### config.mk
export PLATFORM = sky130hd
export DESIGN_NAME = err_signal_ctrl
export DESIGN_NICKNAME = d
export VERILOG_FILES = /design/src/rtl/err_sig_pkg.sv /design/src/rtl/err_classify.sv /design/src/rtl/err_route.sv /design/src/rtl/err_signal_ctrl.sv
export SDC_FILE = /design/constraint.sdc
export NUM_CORES = 1
export LEC_CHECK = 0
export ABC_CLOCK_PERIOD_IN_PS = 8560
export BUFFER_PORTS_ARGS = -buffer_cell sky130_fd_sc_hd__buf_2
export CORE_UTILIZATION = 25
export CTS_BUF_LIST = sky130_fd_sc_hd__clkbuf_16
export CTS_CLUSTER_DIAMETER = 40
export CTS_CLUSTER_SIZE = 20
export DETAILED_ROUTE_END_ITERATION = 6
export PLACE_DENSITY = 0.51
export SYNTH_ARGS = -nofsm -noshare
export SYNTH_HDL_FRONTEND = slang
export SYNTH_SLANG_ARGS = --single-unit
### constraint.sdc
create_clock -name clk -period 8.56 [get_ports clk]
set_input_delay 2.568 -clock clk [delete_from_list [all_inputs] [get_ports clk]]
set_output_delay 2.568 -clock clk [all_outputs]
set_load 0.01 [all_outputs]
### src/rtl/err_sig_pkg.sv
package err_sig_pkg;
  localparam int COR_W = 16;
  localparam int UNC_W = 32;
  localparam int DEV_W = 4;

  localparam logic [COR_W-1:0] COR_SUPPORTED = 16'hF1C1;
  localparam logic [UNC_W-1:0] UNC_SUPPORTED = 32'h03FF_F030;
  localparam logic [UNC_W-1:0] UNC_DEF_FATAL = 32'h0046_2030;
  localparam int UR_IDX  = 20;
  localparam int ADV_IDX = 13;
  localparam int HLO_IDX = 15;

  localparam int DEV_COR = 0;
  localparam int DEV_NF  = 1;
  localparam int DEV_FAT = 2;
  localparam int DEV_UR  = 3;

  typedef enum logic [1:0] {
    SEV_NONE     = 2'b00,
    SEV_COR      = 2'b01,
    SEV_NONFATAL = 2'b10,
    SEV_FATAL    = 2'b11
  } sev_e;

  typedef struct packed {
    logic             valid;
    logic             corr;
    logic             fatal;
    logic             ur;
    logic             adv;
    logic [UNC_W-1:0] bits;
  } evclass_t;
endpackage

### src/rtl/err_classify.sv
module err_classify
  import err_sig_pkg::*;
(
  input  logic [UNC_W-1:0] status,
  input  logic             correctable,
  input  logic             advisory,
  input  logic             sev_reg_use,
  input  logic [UNC_W-1:0] unc_sev,
  output evclass_t         cls
);
  localparam logic [UNC_W-1:0] COR_SUP_WIDE = {{(UNC_W-COR_W){1'b0}}, COR_SUPPORTED};

  logic [UNC_W-1:0] kept;
  logic             fatal_c;

  always_comb begin
    kept    = status & (correctable ? COR_SUP_WIDE : UNC_SUPPORTED);
    fatal_c = !correctable &&
              (sev_reg_use ? |(kept & unc_sev) : |(kept & UNC_DEF_FATAL));
    cls.bits  = kept;
    cls.valid = (kept != '0) && ((kept & (kept - 1'b1)) == '0);
    cls.corr  = correctable;
    cls.fatal = fatal_c;
    cls.ur    = !correctable && (kept == (UNC_W'(1) << UR_IDX));
    cls.adv   = !correctable && !fatal_c && advisory;
  end
endmodule

### src/rtl/err_route.sv
module err_route
  import err_sig_pkg::*;
(
  input  evclass_t         cls,
  input  logic             serr_en,
  input  logic             cor_rpt_en,
  input  logic             nonfatal_rpt_en,
  input  logic             fatal_rpt_en,
  input  logic             ur_rpt_en,
  input  logic [UNC_W-1:0] unc_mask,
  input  logic [COR_W-1:0] cor_mask,
  output logic [DEV_W-1:0] set_dev,
  output logic [COR_W-1:0] set_cor,
  output logic [UNC_W-1:0] set_unc,
  output logic             want_log,
  output logic             want_msg,
  output sev_e             sev
);
  logic unc_masked;
  logic cor_masked;

  always_comb begin
    unc_masked = |(cls.bits & unc_mask);
    cor_masked = |(cls.bits[COR_W-1:0] & cor_mask);
    set_dev  = '0;
    set_cor  = '0;
    set_unc  = '0;
    want_log = 1'b0;
    want_msg = 1'b0;
    sev      = SEV_NONE;
    if (cls.valid) begin
      if (cls.corr) begin
        set_dev[DEV_COR] = 1'b1;
        set_cor          = cls.bits[COR_W-1:0];
        sev              = SEV_COR;
        want_msg         = !cor_masked && cor_rpt_en;
      end else if (cls.adv) begin
        set_dev[DEV_COR] = 1'b1;
        set_dev[DEV_UR]  = cls.ur;
        set_cor[ADV_IDX] = 1'b1;
        set_unc          = cls.bits;
        sev              = SEV_COR;
        if (!cor_mask[ADV_IDX]) begin
          want_log = !unc_masked;
          want_msg = cor_rpt_en && !(cls.ur && !ur_rpt_en);
        end
      end else begin
        set_dev[DEV_FAT] = cls.fatal;
        set_dev[DEV_NF]  = !cls.fatal;
        set_dev[DEV_UR]  = cls.ur;
        set_unc          = cls.bits;
        sev              = cls.fatal ? SEV_FATAL : SEV_NONFATAL;
        if (!unc_masked) begin
          want_log = 1'b1;
          want_msg = !(cls.ur && !ur_rpt_en && !serr_en) &&
                     (serr_en || (cls.fatal ? fatal_rpt_en : nonfatal_rpt_en));
        end
      end
    end
  end
endmodule

### src/rtl/err_signal_ctrl.sv
module err_signal_ctrl
  import err_sig_pkg::*;
#(
  parameter int SRC_W = 16
) (
  input  logic             clk,
  input  logic             rst_n,
  input  logic             ev_valid,
  output logic             ev_ready,
  input  logic [31:0]      ev_status,
  input  logic             ev_correctable,
  input  logic             ev_advisory,
  input  logic [SRC_W-1:0] ev_source,
  input  logic             serr_en,
  input  logic             cor_rpt_en,
  input  logic             nonfatal_rpt_en,
  input  logic             fatal_rpt_en,
  input  logic             ur_rpt_en,
  input  logic             sev_reg_use,
  input  logic [31:0]      unc_sev,
  input  logic [31:0]      unc_mask,
  input  logic [15:0]      cor_mask,
  input  logic             log_full,
  input  logic [3:0]       clr_dev,
  input  logic [15:0]      clr_cor,
  input  logic [31:0]      clr_unc,
  output logic [3:0]       dev_sta,
  output logic [15:0]      cor_sta,
  output logic [31:0]      unc_sta,
  output logic             msg_valid,
  output logic [1:0]       msg_sev,
  output logic [SRC_W-1:0] msg_source,
  output logic             log_req,
  output logic [31:0]      log_bit,
  output logic [SRC_W-1:0] log_source
);
  localparam logic [UNC_W-1:0] HLO_EVENT = UNC_W'(1) << HLO_IDX;

  logic             ovf_pend_q, ovf_pend_d;
  logic [SRC_W-1:0] ovf_src_q;
  logic             bad_q, bad_d;
  logic [DEV_W-1:0] dev_q, dev_d;
  logic [COR_W-1:0] cor_q, cor_d;
  logic [UNC_W-1:0] unc_q, unc_d;
  logic             msgv_q, logv_q;
  sev_e             sev_q;
  logic [SRC_W-1:0] msg_src_q, log_src_q;
  logic [UNC_W-1:0] log_bit_q;

  logic             fire;
  logic [UNC_W-1:0] in_status;
  logic             in_corr, in_adv;
  logic [SRC_W-1:0] in_src;
  evclass_t         cls;
  logic [DEV_W-1:0] set_dev;
  logic [COR_W-1:0] set_cor;
  logic [UNC_W-1:0] set_unc;
  logic             want_log, want_msg;
  sev_e             sev_c;

  // The internal overflow event takes the slot in the cycle after its cause.
  always_comb begin
    fire      = ovf_pend_q || (ev_valid && ev_ready);
    in_status = ovf_pend_q ? HLO_EVENT : ev_status;
    in_corr   = ovf_pend_q || ev_correctable;
    in_adv    = !ovf_pend_q && ev_advisory;
    in_src    = ovf_pend_q ? ovf_src_q : ev_source;
  end

  err_classify u_classify (
    .status      (in_status),
    .correctable (in_corr),
    .advisory    (in_adv),
    .sev_reg_use (sev_reg_use),
    .unc_sev     (unc_sev),
    .cls         (cls)
  );

  err_route u_route (
    .cls             (cls),
    .serr_en         (serr_en),
    .cor_rpt_en      (cor_rpt_en),
    .nonfatal_rpt_en (nonfatal_rpt_en),
    .fatal_rpt_en    (fatal_rpt_en),
    .ur_rpt_en       (ur_rpt_en),
    .unc_mask        (unc_mask),
    .cor_mask        (cor_mask),
    .set_dev         (set_dev),
    .set_cor         (set_cor),
    .set_unc         (set_unc),
    .want_log        (want_log),
    .want_msg        (want_msg),
    .sev             (sev_c)
  );

  always_comb begin
    dev_d      = (dev_q & ~clr_dev) | (fire ? set_dev : '0);
    cor_d      = (cor_q & ~clr_cor) | (fire ? set_cor : '0);
    unc_d      = (unc_q & ~clr_unc) | (fire ? set_unc : '0);
    ovf_pend_d = fire && want_log && log_full;
    bad_d      = fire && !cls.valid;
  end

  always_ff @(posedge clk or negedge rst_n) begin
    if (!rst_n) begin
      ovf_pend_q <= 1'b0;
      ovf_src_q  <= '0;
      bad_q      <= 1'b0;
      dev_q      <= '0;
      cor_q      <= '0;
      unc_q      <= '0;
      msgv_q     <= 1'b0;
      logv_q     <= 1'b0;
      sev_q      <= SEV_NONE;
      msg_src_q  <= '0;
      log_src_q  <= '0;
      log_bit_q  <= '0;
    end else begin
      ovf_pend_q <= ovf_pend_d;
      bad_q      <= bad_d;
      dev_q      <= dev_d;
      cor_q      <= cor_d;
      unc_q      <= unc_d;
      msgv_q     <= fire && want_msg;
      logv_q     <= fire && want_log;
      if (ovf_pend_d) ovf_src_q <= in_src;
      if (fire && want_msg) begin
        sev_q     <= sev_c;
        msg_src_q <= in_src;
      end
      if (fire && want_log) begin
        log_bit_q <= cls.bits;
        log_src_q <= in_src;
      end
    end
  end

  assign ev_ready   = !ovf_pend_q;
  assign dev_sta    = dev_q;
  assign cor_sta    = cor_q;
  assign unc_sta    = unc_q;
  assign msg_valid  = msgv_q;
  assign msg_sev    = sev_q;
  assign msg_source = msg_src_q;
  assign log_req    = logv_q;
  assign log_bit    = log_bit_q;
  assign log_source = log_src_q;

  assert_reject_silent_R1: assert property (@(posedge clk) disable iff (!rst_n)
    bad_q |-> (!msg_valid && !log_req));

  assert_cor_msg_status_R3: assert property (@(posedge clk) disable iff (!rst_n)
    (msg_valid && msg_sev == SEV_COR) |-> dev_sta[DEV_COR]);

  assert_fatal_msg_status_R4: assert property (@(posedge clk) disable iff (!rst_n)
    (msg_valid && msg_sev == SEV_FATAL) |-> dev_sta[DEV_FAT]);

  assert_log_onehot_R5: assert property (@(posedge clk) disable iff (!rst_n)
    log_req |-> ($countones(log_bit) == 1 && (unc_sta & log_bit) != '0));

  assert_ovf_followup_R8: assert property (@(posedge clk) disable iff (!rst_n)
    !ev_ready |=> (ev_ready && cor_sta[HLO_IDX]));
endmodule

==> flow_metrics.env, run 1 <==
export IMPL_numPortBuffers=256
export IMPL_synthArstFlopShare_pct=100
export IMPL_rsz0062_at_grt="false"
export IMPL_dr_wl_met3_um=1580
export IMPL_preCtsSetupSlack_ps=2620
export IMPL_htree_levels=4
export IMPL_start_util_pct=25.8
export IMPL_syn_cell_area_mm2=0.00589
export IMPL_die_height_um=156
export IMPL_remaining_drc_errors=0
export IMPL_io_pins=313
export IMPL_cts_buffers=17
export IMPL_fp_dieW_um=156
export IMPL_start_kind="input port"
export IMPL_report_final_slew_viol_count=0
export IMPL_die_area_mm2=0.0242
export IMPL_path_max_fanout=25
export IMPL_globalRouteTotalUtil_pct=16.2
export IMPL_post_cts_repair_setup_buffers=0
export IMPL_avgSynthCellArea_um2=12.3
export IMPL_cts_path_max_buffers=2
export IMPL_yosysWarnings=0
export IMPL_ys_flop_type="dfrtp_1"
export IMPL_power_per_cell_area_mw_per_mm2=183
export IMPL_num_vias=4694
export IMPL_clock_sinks=125
export IMPL_num_nets_final=923
export IMPL_core_rowCount=55
export IMPL_maxSlewHeadroom_pct=31.0
export IMPL_drive_gt1_share_pct=50.7
export IMPL_setup_ws_ps=3130
export IMPL_cp_end_kind="flop"
export IMPL_antenna_found_initial=11
export IMPL_grt_overflow=0
export IMPL_fin_hold_ws_ps=480
export IMPL_first_pass_iters=4
export IMPL_synth_edf_count=0
export IMPL_skew_ps=6.65
export IMPL_setup_violations_final=0
export IMPL_min_period_over_period_pct=63.4
export IMPL_dr_wl_met2_um=8990
export IMPL_crit_type="in -> reg"
export IMPL_max_slew_worst_pin_slew_ps=1030
export IMPL_ys_types=62
export IMPL_wl_um=18900
export IMPL_fin_crit_ps=5430
export IMPL_final_hold_violation_count=0
export IMPL_ys_seq_elements=125
export IMPL_p_leak_nw=4.34
export IMPL_grt_pass1_vias=4817
export IMPL_synth_seq_area_share_pct=53.1
export IMPL_synth_cells=479
export IMPL_layout_commonest_cell="buf_2"
export IMPL_cts_tree="built"
export IMPL_clock_latency_ps=420
export IMPL_cts_root_buf="clkbuf_16"
export IMPL_wl_per_cell_um=17.7
export IMPL_place_gp_congestion=0.796
export IMPL_fill_cells=2364
export IMPL_routed_via_density=4.40
export IMPL_worstPathArrival_ps=5720
export IMPL_cts_hold_buf=0
export IMPL_fmax_mhz=184
export IMPL_drv_cap=0
export IMPL_top_layer_used="met5"
export IMPL_initialDrtViolationCount=295
export IMPL_layout_common_cells="buf_2 (255), dfrtp_1 (125), mux2_2 (51)"
export IMPL_dp_hpwl_um=13700
export IMPL_area_delta_synth_final_pct=36.2
export IMPL_worst_ep_required_time_ps=8850
export IMPL_peakVddDrop_uv=114
export IMPL_postRouteAntennaNets=0
export IMPL_hold_path_class="reg -> reg"
export IMPL_ctsResizeCount=0
export IMPL_outcome="finished, final reports clean"
export IMPL_grt_pass1_wl_um=28600
export IMPL_path_clk_slew_ps=60
export IMPL_fin_tns_setup_ps=0
export IMPL_grt_max_degree=76
export IMPL_met1Wirelength_um=8100
export IMPL_coreArea_mm2=0.0228
[per-stage QoR]
| stage | utilization (%) | std cells | cell area [um^2] | total power [mW] |
|---|---|---|---|---|
| floorplan | - | 490 | 5930 | 0.656 |
| global placement | 32.3 | 1025 | 7390 | 0.719 |
| detailed placement | 32.3 | 1025 | 7390 | 0.719 |
| CTS | 35.0 | 1057 | 8000 | 1.50 |
| global route | 35.1 | 1063 | 8020 | 1.54 |
| finish | 35.1 | 1067 | 8030 | 1.47 |
[critical path, cell delays in order]
cell and delay [ps]:
buf_2 260, or2_2 470, a41oi_1 350, a2111oi_4 90
a21oi_1 370, and2b_1 280, a2111o_1 840, mux2_4 450
[registers in the layout (all words and copies together), names as in the netlist]
| signal | count |
|---|---|
| unc_sta | 32 |
| log_bit | 20 |
| cor_sta | 16 |
| log_source | 16 |
| msg_source | 16 |
| ovf_src_q | 16 |
| dev_sta | 4 |
| msg_sev | 2 |
| log_req | 1 |
| msg_valid | 1 |
| ovf_pend_q | 1 |
[path summary, 6_finish.rpt]
kind / from / endpoint / slack (ps) / depth (start not counted)
max in group asynchronous: rst_n / unc_sta[9] / 5220 / 2
hold / removal: log_bit[7] / log_bit[7] / 480 / 1
setup reg to reg: ovf_pend_q / ovf_src_q[5] / 4750 / 8
setup / recovery: ev_correctable / ovf_src_q[6] / 3130 / 8
min in group asynchronous: rst_n / msg_source[9] / 2170 / 1
hold reg to reg: log_bit[7] / log_bit[7] / 480 / 1
[cells by family (layout without fill, tap and decap cells)]
| kind of cell | after synthesis | in the layout | synth area share (%) |
|---|---|---|---|
| compound gates | 105 | 105 | 13.8 |
| other cells | 1 | 22 | 0.0636 |
| flops | 125 | 125 | 53.1 |
| buf+inv | 73 | 327 | 6.56 |
| simple gates | 93 | 93 | 9.68 |
| mux | 82 | 82 | 16.8 |
[synthesized netlist by cell type (2+ instances only)]
cell type / count / area share [%]
dfrtp_1: 125 / 53
mux2_2: 51 / 9.7
inv_1: 35 / 2.2
nor2b_1: 28 / 3.0
a22o_1: 22 / 3.3
mux2_4: 18 / 4.6
nor2_1: 17 / 1.1
a21oi_1: 15 / 1.3
a22oi_1: 14 / 1.8
buf_4: 14 / 1.8
nand2_1: 13 / 0.83
mux2_1: 12 / 2.3
buf_2: 10 / 0.85
o21ai_0: 10 / 0.85
o22ai_1: 9 / 0.96
clkbuf_1: 7 / 0.45
a31oi_1: 5 / 0.53
and2_1: 5 / 0.53
nor3_1: 5 / 0.42
o211ai_1: 4 / 0.51
buf_1: 3 / 0.19
nand3_1: 3 / 0.25
nor4_1: 3 / 0.32
o32ai_1: 3 / 0.45
a211oi_1: 2 / 0.25
a21o_1: 2 / 0.25
a221oi_1: 2 / 0.30
a222oi_1: 2 / 0.34
buf_12: 2 / 0.68
buf_6: 2 / 0.38
nand3b_1: 2 / 0.25
nor3_4: 2 / 0.55
o311a_1: 2 / 0.34
or4_1: 2 / 0.25
[per-layer routing]
layer	global-route usage (%)	vias up
li1	-	2229
met1	19.7	2265
met2	26.8	183
met3	5.81	13
met4	4.53	4
met5	0	-
[power breakdown]
part | leakage, nW | switching [mW] | internal [mW]
logic | 2.29 | 0.0678 | 0.0452
clock network | 0.305 | 0.301 | 0.465
registers | 1.75 | 0.000626 | 0.592
total | 4.34 | 0.369 | 1.10
[final cells by class]
cell class                 count  area (um^2)  area share, %
antenna                       10         25.0          0.312
clock buffer                  17          425           5.30
clock inverter                15          189           2.35
inverter                      35          131           1.64
multi-input combinational    292         2420           30.2
sequential                   125         3130           39.0
tap                          313          392           4.88
timing repair buffer         260         1320           16.4
(Power assumes the default switching activity.)
==> inputs of run 2 (changes only) <==
--- a/config.mk
+++ b/config.mk
@@ -5,14 +5,14 @@
 export SDC_FILE = /design/constraint.sdc
 export NUM_CORES = 1
 export LEC_CHECK = 0
-export ABC_CLOCK_PERIOD_IN_PS = 8560
+export ABC_CLOCK_PERIOD_IN_PS = 4590
 export BUFFER_PORTS_ARGS = -buffer_cell sky130_fd_sc_hd__buf_2
 export CORE_UTILIZATION = 25
 export CTS_BUF_LIST = sky130_fd_sc_hd__clkbuf_16
 export CTS_CLUSTER_DIAMETER = 40
 export CTS_CLUSTER_SIZE = 20
 export DETAILED_ROUTE_END_ITERATION = 6
-export PLACE_DENSITY = 0.51
+export PLACE_DENSITY = 0.52
 export SYNTH_ARGS = -nofsm -noshare
 export SYNTH_HDL_FRONTEND = slang
 export SYNTH_SLANG_ARGS = --single-unit
==> constraint.sdc (replaced) <==
create_clock -name clk -period 4.59 [get_ports clk]
set_input_delay 1.377 -clock clk [delete_from_list [all_inputs] [get_ports clk]]
set_output_delay 1.377 -clock clk [all_outputs]
set_load 0.01 [all_outputs]
==> flow_metrics.env, run 2 (synthesis gave the netlist of run 1 again) <==
export IMPL_outcome="finished, final reports clean"
export IMPL_skew_ps=6.97
export IMPL_top_layer_used="met5"
export IMPL_crit_type="in -> reg"
export IMPL_place_gp_congestion=0.811
export IMPL_hold_depth=1
export IMPL_layout_common_cells="buf_2 (255), dfrtp_1 (125), mux2_2 (51)"
export IMPL_peakVddDrop_uv=207
export IMPL_fin_util_pct=35.4
export IMPL_ctsResizeCount=0
export IMPL_dr_wl_met3_um=1500
export IMPL_drive_gt1_share_pct=51.3
export IMPL_report_final_slew_viol_count=0
export IMPL_path_clk_slew_ps=50
export IMPL_whs_endpoint="log_bit[6]"
export IMPL_hold_path_class="reg -> reg"
export IMPL_r2r_setup_slack_ps=1240
export IMPL_postRouteAntennaNets=0
export IMPL_layout_commonest_cell="buf_2"
export IMPL_min_period_over_period_pct=82.9
export IMPL_path_max_fanout=16
export IMPL_area_delta_synth_final_pct=37.4
export IMPL_r2r_end="ovf_src_q[8]"
export IMPL_cts_root_buf="clkbuf_16"
export IMPL_cts_hold_buf=0
export IMPL_largest_reg_flops=32
export IMPL_grt_pass1_vias=4750
export IMPL_clock_sinks=125
export IMPL_initialDrtViolationCount=212
export IMPL_setup_violations_final=0
export IMPL_die_height_um=156
export IMPL_first_pass_iters=4
export IMPL_holdCritStartpoint="log_bit[6]"
export IMPL_fin_crit_ps=3810
export IMPL_maxSlewHeadroom_pct=58.1
export IMPL_fp_dieW_um=156
export IMPL_clock_latency_ps=410
export IMPL_num_nets_final=934
export IMPL_fin_tns_setup_ps=0
export IMPL_numPortBuffers=256
export IMPL_p_leak_nw=4.39
export IMPL_met1Wirelength_um=8140
export IMPL_grt_pass1_wl_um=28300
export IMPL_num_vias=4740
export IMPL_drv_cap=0
export IMPL_grt_overflow=0
export IMPL_cp_end_kind="flop"
export IMPL_worstPathArrival_ps=4100
export IMPL_dr_wl_met2_um=9220
export IMPL_start_kind="input port"
export IMPL_rsz0062_at_grt="false"
export IMPL_cts_buffers=17
export IMPL_wl_per_cell_um=17.9
export IMPL_wl_um=19100
export IMPL_worst_ep_required_time_ps=4890
export IMPL_antenna_found_initial=8
export IMPL_rr_worst_depth=9
export IMPL_globalRouteTotalUtil_pct=16.1
export IMPL_cts_tree="built"
export IMPL_fin_cells=1071
export IMPL_grt_max_degree=65
export IMPL_dp_hpwl_um=14300
export IMPL_cts_path_max_buffers=2
export IMPL_timing_rr_start="ovf_pend_q"
export IMPL_htree_levels=4
export IMPL_coreArea_mm2=0.0228
export IMPL_fmax_mhz=263
export IMPL_dp_cells=1036
export IMPL_routed_via_density=4.43
export IMPL_max_slew_worst_pin_slew_ps=627
export IMPL_io_pins=313
export IMPL_die_area_mm2=0.0242
export IMPL_core_rowCount=55
export IMPL_start_util_pct=25.8
export IMPL_post_cts_repair_setup_buffers=0
export IMPL_final_hold_violation_count=0
export IMPL_remaining_drc_errors=0
export IMPL_power_per_cell_area_mw_per_mm2=337
-- run 2: critical path: stages --
cell	delay, ps
buf_2	270
or2_2	360
a21oi_1	140
o31ai_1	230
o211ai_1	170
nor4_4	360
nand3_2	190
a2111o_1	440
buf_4	230
mux2_4	320
-- run 2: final cells by class --
class / instances / area, um^2
diodes: 4 / 10.0
clock buffers: 17 / 425
clock inverters: 14 / 178
fillers: 2367 / 14700
inverters: 35 / 131
multi-input cells: 292 / 2420
flip-flops and latches: 125 / 3130
well taps: 313 / 392
repair buffers: 271 / 1410
-- run 2: where the power goes --
| group | internal [mW] | switching, mW | total [mW] |
|---|---|---|---|
| clock | 0.897 | 0.506 | 1.40 |
| sequential | 1.10 | 0.00114 | 1.11 |
| combinational | 0.0877 | 0.128 | 0.216 |
| total | 2.09 | 0.636 | 2.73 |
-- run 2: through the flow --
step | worst slack [ps] | instance area, um^2 | hold slack [ps] | power, mW
2_1_floorplan | 650 | 5930 | 474 | 1.22
3_3_place_gp | 340 | 7480 | 469 | 1.35
3_5_place_dp | 353 | 7480 | 468 | 1.35
4_1_cts | 789 | 8090 | 483 | 2.78
5_1_grt | 591 | 8090 | 494 | 2.86
6_report | 783 | 8100 | 480 | 2.73
-- run 2: metal layers --
layer	GRT usage [%]	up-vias
li1	-	2236
met1	19.4	2271
met2	27.1	200
met3	5.39	25
met4	4.86	8
met5	0	-
-- run 2: how the worst max path moves through the flow --
| stage | from | end | slack [ps] |
|---|---|---|---|
| 3_5_place_dp | ev_correctable | log_bit[20] | 350 |
| 2_1_floorplan | ev_status[5] | msg_sev[0] | 650 |
| 6_report | ev_correctable | ovf_src_q[8] | 780 |
| 4_1_cts | ev_correctable | log_bit[20] | 790 |
| 5_1_grt | ev_correctable | log_bit[19] | 590 |
| 3_3_place_gp | ev_correctable | log_bit[21] | 340 |
